## config.mk

```make
export PLATFORM = sky130hd
export DESIGN_NAME = dbc_port_filter
export DESIGN_NICKNAME = d
export VERILOG_FILES = /design/src/rtl/dbc_pkg.sv /design/src/rtl/dbc_cfg_regs.sv /design/src/rtl/dbc_pin_filter.sv /design/src/rtl/dbc_port_filter.sv
export SDC_FILE = /design/constraint.sdc
export NUM_CORES = 1
export LEC_CHECK = 0
export ABC_CLOCK_PERIOD_IN_PS = 3300
export CORE_UTILIZATION = 30
export CTS_BUF_LIST = sky130_fd_sc_hd__clkbuf_8
export CTS_CLUSTER_DIAMETER = 40
export DETAILED_ROUTE_END_ITERATION = 7
export HOLD_SLACK_MARGIN = 0.1
export REMOVE_ABC_BUFFERS = 1
export SLEW_MARGIN = 25
export SYNTH_ARGS = -nofsm -noshare
export SYNTH_HDL_FRONTEND = slang
export SYNTH_SLANG_ARGS = --single-unit
export TNS_END_PERCENT = 5
```

## constraint.sdc

```tcl
create_clock -name clk -period 3.3 [get_ports clk]
set_input_delay 0.825 -clock clk [delete_from_list [all_inputs] [get_ports clk]]
set_output_delay 0.825 -clock clk [all_outputs]
set_load 0.01 [all_outputs]
```

## src/rtl/dbc_pkg.sv

```systemverilog
package dbc_pkg;
  localparam int PORT_PINS = 8;
  localparam int COUNT_W   = 8;

  typedef enum logic [2:0] {
    PF_BYPASS,
    PF_MATCH,
    PF_WAIT,
    PF_STEP,
    PF_FLIP
  } pf_action_e;
endpackage

```

## src/rtl/dbc_cfg_regs.sv

```systemverilog
module dbc_cfg_regs #(
  parameter int PINS = 8,
  parameter int CW   = 8
) (
  input  logic              clk,
  input  logic              rst,
  input  logic              cnt_wr,
  input  logic [CW-1:0]     cnt_wr_data,
  input  logic              en_wr,
  input  logic [2*PINS-1:0] en_wr_data,
  output logic [CW-1:0]     cnt_q,
  output logic [PINS-1:0]   en_q
);
  logic [PINS-1:0] sel_mask;
  logic [PINS-1:0] sel_val;

  assign sel_mask = en_wr_data[2*PINS-1:PINS];
  assign sel_val  = en_wr_data[PINS-1:0];

  always_ff @(posedge clk) begin
    if (rst) cnt_q <= '0;
    else if (cnt_wr) cnt_q <= cnt_wr_data;
  end

  for (genvar g = 0; g < PINS; g++) begin : g_en_bit
    always_ff @(posedge clk) begin
      if (rst) en_q[g] <= 1'b0;
      else if (en_wr && sel_mask[g]) en_q[g] <= sel_val[g];
    end
  end


  cnt_hold_chk: assert property (@(posedge clk) disable iff (rst)
    !cnt_wr |=> cnt_q == $past(cnt_q));


  en_unselected_chk: assert property (@(posedge clk) disable iff (rst)
    1'b1 |=> ((en_q ^ $past(en_q)) & ~($past(en_wr) ? $past(sel_mask) : '0)) == '0);
endmodule

```

## src/rtl/dbc_pin_filter.sv

```systemverilog
module dbc_pin_filter
  import dbc_pkg::*;
#(
  parameter int CW = 8
) (
  input  logic          clk,
  input  logic          rst,
  input  logic          tick,
  input  logic          raw,
  input  logic          enable,
  input  logic [CW-1:0] limit,
  output logic          out
);
  logic [CW-1:0] ctr;
  logic [CW:0]   ctr_inc;
  pf_action_e    act;

  assign ctr_inc = {1'b0, ctr} + 1'b1;

  always_comb begin
    if (!enable || limit == '0)           act = PF_BYPASS;
    else if (raw == out)                  act = PF_MATCH;
    else if (!tick)                       act = PF_WAIT;
    else if (ctr_inc >= {1'b0, limit})    act = PF_FLIP;
    else                                  act = PF_STEP;
  end

  always_ff @(posedge clk) begin
    if (rst) begin
      out <= raw;
      ctr <= '0;
    end else begin
      case (act)
        PF_BYPASS: begin out <= raw; ctr <= '0; end
        PF_MATCH:  ctr <= '0;
        PF_STEP:   ctr <= ctr_inc[CW-1:0];
        PF_FLIP:   begin out <= raw; ctr <= '0; end
        default:   ;
      endcase
    end
  end


  bypass_follow_chk: assert property (@(posedge clk) disable iff (rst)
    (!enable || limit == '0) |=> out == $past(raw));


  hold_no_tick_chk: assert property (@(posedge clk) disable iff (rst)
    (enable && limit != '0 && !tick) |=> out == $past(out));


  restart_on_match_chk: assert property (@(posedge clk) disable iff (rst)
    (enable && limit != '0 && raw == out) |=> ctr == '0);
endmodule

```

## src/rtl/dbc_port_filter.sv

```systemverilog
module dbc_port_filter
  import dbc_pkg::*;
#(
  parameter int PINS = PORT_PINS,
  parameter int CW   = COUNT_W
) (
  input  logic              clk,
  input  logic              rst,
  input  logic              tick,
  input  logic [PINS-1:0]   raw_in,
  input  logic              cnt_wr,
  input  logic [CW-1:0]     cnt_wr_data,
  input  logic              en_wr,
  input  logic [2*PINS-1:0] en_wr_data,
  output logic [PINS-1:0]   filt_out,
  output logic [CW-1:0]     cnt_q,
  output logic [PINS-1:0]   en_q
);
  dbc_cfg_regs #(.PINS(PINS), .CW(CW)) u_cfg (
    .clk         (clk),
    .rst         (rst),
    .cnt_wr      (cnt_wr),
    .cnt_wr_data (cnt_wr_data),
    .en_wr       (en_wr),
    .en_wr_data  (en_wr_data),
    .cnt_q       (cnt_q),
    .en_q        (en_q)
  );

  for (genvar p = 0; p < PINS; p++) begin : g_pin
    dbc_pin_filter #(.CW(CW)) u_pin (
      .clk    (clk),
      .rst    (rst),
      .tick   (tick),
      .raw    (raw_in[p]),
      .enable (en_q[p]),
      .limit  (cnt_q),
      .out    (filt_out[p])
    );
  end


  reset_state_chk: assert property (@(posedge clk)
    rst |=> (cnt_q == '0 && en_q == '0 && filt_out == $past(raw_in)));
endmodule

```

==> results.sh <==
export IMPL_status="completed"
export IMPL_cp_data_required_time_ns=3.62
export IMPL_max_freq_mhz=322.5
export IMPL_setup_viol=0
export IMPL_power_density_nw_per_um2=322.4
export IMPL_skew_ns=0.01142
export IMPL_cts_htree_levels=3
export IMPL_num_rows=52
export IMPL_fin_tns_setup_ns=0
export IMPL_avgSynthCellArea_sq_um=8.385
export IMPL_avgRoutedWirePerCell_um=15.04
export IMPL_first_pass_iters=5
export IMPL_synth_most_common_cell="dfxtp_1"
export IMPL_cts_tree="built"
export IMPL_cpPeakStageDelay_ns=0.38
export IMPL_ys_top_cells_by_count="dfxtp_1 (80), nand2_1 (74), ha_1 (72), nand3_1 (68), a21oi_1 (53)"
export IMPL_ys_dominant_reg_cell="dfxtp_1"
export IMPL_synth_distinct_cells=55
export IMPL_synthCells=744
export IMPL_start_util_pct=30.73
export IMPL_antenna_found_initial=0
export IMPL_yosys_warnings=0
export IMPL_drc=0
export IMPL_chipHeight_um=146.2
export IMPL_cp_max_fo=7
export IMPL_hold_viol=0
export IMPL_nNetsFinal=902
export IMPL_end_kind="flip-flop"
export IMPL_ys_seq_area_share_pct=29.52
export IMPL_postCtsHoldBufs=0
export IMPL_grt_pass1_vias=5200
export IMPL_cts_sinks=88
export IMPL_max_slew_margin_rel_pct=52.66
export IMPL_grt_total_usage_pct=15.54
export IMPL_viasPerCell=5.097
export IMPL_hp_class="reg -> reg"
export IMPL_synth_edff_count=8
export IMPL_holdPathStages=2
export IMPL_rr_worst_depth=11
export IMPL_cap_violations=0
export IMPL_synth_top_area_cell="dfxtp_1"
export IMPL_drt_iter0_markers=260
export IMPL_slew_violations=0
export IMPL_root_buffer="clkbuf_8"
export IMPL_syn2layout_area_growth_pct=17.63
export IMPL_synth_seq_cells=88
export IMPL_place_gp_congestion=0.8040
export IMPL_drive_gt1_share_pct=5.138
export IMPL_critical_path_buf_inv_count=0
export IMPL_crit_family="simple AND/OR/NAND/NOR gates"
export IMPL_die_w_um=146.2
export IMPL_slowest_stage="dfxtp_1"
export IMPL_post_route_period_util_pct=93.96
export IMPL_yosys_area_top_type_share_pct=25.67
export IMPL_power_mw=2.366
export IMPL_drt_total_wl_um=16070
export IMPL_dp_hpwl_um=11600
export IMPL_die_area_sq_um=21380
export IMPL_clkLatencyLatePin_ns=0.39
export IMPL_max_slew_worst_pin_slew_ns=0.7079
export IMPL_n_antenna_cell=0
export IMPL_clockBufferDepth=2
export IMPL_crit_chain="and3_1 -> nand3_1 -> or2_1 -> xnor2_1 -> ha_1 -> and3_1 -> a221o_1 -> a31o_1 -> o31a_1 -> or3_1 -> a21oi_1"
export IMPL_async_reset_ff_share_pct=0
export IMPL_crit_top_cell="and3_1"
export IMPL_rsz0062_at_grt="false"
export IMPL_clk_pin_slew_ns=0.09
export IMPL_grt_ovfl_total=0
export IMPL_grt_pass1_wl_um=26410
export IMPL_cts_buffers_inserted=9
export IMPL_crit_path_start_kind="flip-flop"
export IMPL_postCtsSetupRepairBufs=0
export IMPL_worstPathArrival_ns=3.42
export IMPL_worstSetupPathDepth=11
export IMPL_num_vias=5444
export IMPL_p_leak_nw=3.003
export IMPL_synth_area_leaders="dfxtp_1 (26%), ha_1 (14%), nand3_1 (5.5%)"
export IMPL_grt_max_degree=37
export IMPL_portBuffers=60
export IMPL_ir_drop_uv=167.9
export IMPL_mappedNetlistArea_sq_um=6238
export IMPL_ant_nets=0
export IMPL_critical_path_class="reg -> reg"
export IMPL_io_pins=61
export IMPL_post_route_min_period_ns=3.101
export IMPL_core_sq_um=20300
worst min-delay path, stage by stage, from the launching register on:
cell	delay (ns)
dfxtp_1	0.33
nand2_1	0.06
a21oi_1	0.05
per-layer routing:
| layer | global-route usage (%) | vias to the layer above | share of wire [%] | routed length (um) |
|---|---|---|---|---|
| met2 | 24.90 | 95 | 45 | 7297 |
| li1 | - | 2792 | - | - |
| met1 | 20.57 | 2537 | 49 | 7856 |
| met3 | 3.063 | 20 | 3.7 | 595 |
| met4 | 5.833 | 0 | 2.0 | 318 |
| met5 | 0 | - | 0 | 0 |
registers in the layout, summed over array words and instances (netlist names):
signal,count
u_cfg.en_q,8
u_cfg.cnt_q,8
g_pin.u_pin.ctr,64
g_pin.u_pin.out,8
layout make-up:
cell class	count	area, sq um
Tap cell	270	337.8
Inverter	20	75.07
Clock buffer	11	151.4
Sequential cell	88	1844
Timing Repair Buffer	73	710.7
Multi-Input combinational cell	601	4146
Fill cell	2125	12960
Clock inverter	5	72.57
logic make-up (layout without fill, tap and decap cells):
kind of cell	after synthesis	count (layout)	synth area share, %
and+or+nand+nor	282	282	22.92
AOI/OAI and AO/OA	166	166	17.07
adders and majority gates	72	72	14.44
DFF	88	88	29.52
xor gates and xnor gates	62	62	8.704
muxes	19	19	3.048
buffers and inverters	55	109	4.292
layout by cell type, fill, tap and decap left out, types with 7 or more instances in the layout:
cell type	n
nand2b_1	16
nor3_1	7
edfxtp_1	8
a31oi_1	10
buf_4	12
a21oi_1	53
and3_1	29
inv_1	21
o211ai_1	7
xnor2_1	35
ha_1	72
o21ai_0	19
or3_1	16
nor2_1	39
clkdlybuf4s50_1	60
xor2_1	27
o21ai_1	14
clkbuf_8	11
mux2i_1	19
dfxtp_1	78
nand2_1	74
a21o_1	20
nand3_1	68
through the flow:
step	hold slack [ns]	setup slack (ns)	cell area, sq um	util [%]	std cells
2_1_floorplan	0.4469	0.3679	6046	-	709
3_3_place_gp	0.4655	0.1927	7094	34.95	1052
3_5_place_dp	0.4673	0.1636	7094	34.95	1052
4_1_cts	0.4804	0.1315	7318	36.05	1068
5_1_grt	0.4979	0.0002933	7338	36.15	1068
6_report	0.4773	0.1995	7338	36.15	1068
repair_timing:
item                                    CTS  global route
resized for setup                         0             5
endpoints found under the hold margin     0             0
endpoints found under the setup margin    0            15
report_power, final:
part           leakage, nW  switching [mW]  internal [mW]
Combinational         2.15           0.220          0.156
Sequential           0.732          0.0211           1.09
Clock                0.122           0.413          0.462
path summary, 6_finish.rpt:
kind / slack, ns / start / endpoint
setup / recovery: 0.20 / g_pin[2].u_pin.ctr[3] / g_pin[2].u_pin.ctr[7]
hold / removal: 0.48 / g_pin[1].u_pin.ctr[7] / g_pin[1].u_pin.ctr[7]
setup reg to reg: 0.20 / g_pin[2].u_pin.ctr[3] / g_pin[2].u_pin.ctr[7]
hold reg to reg: 0.48 / g_pin[1].u_pin.ctr[7] / g_pin[1].u_pin.ctr[7]
Power figures use the tool's default switching activity.
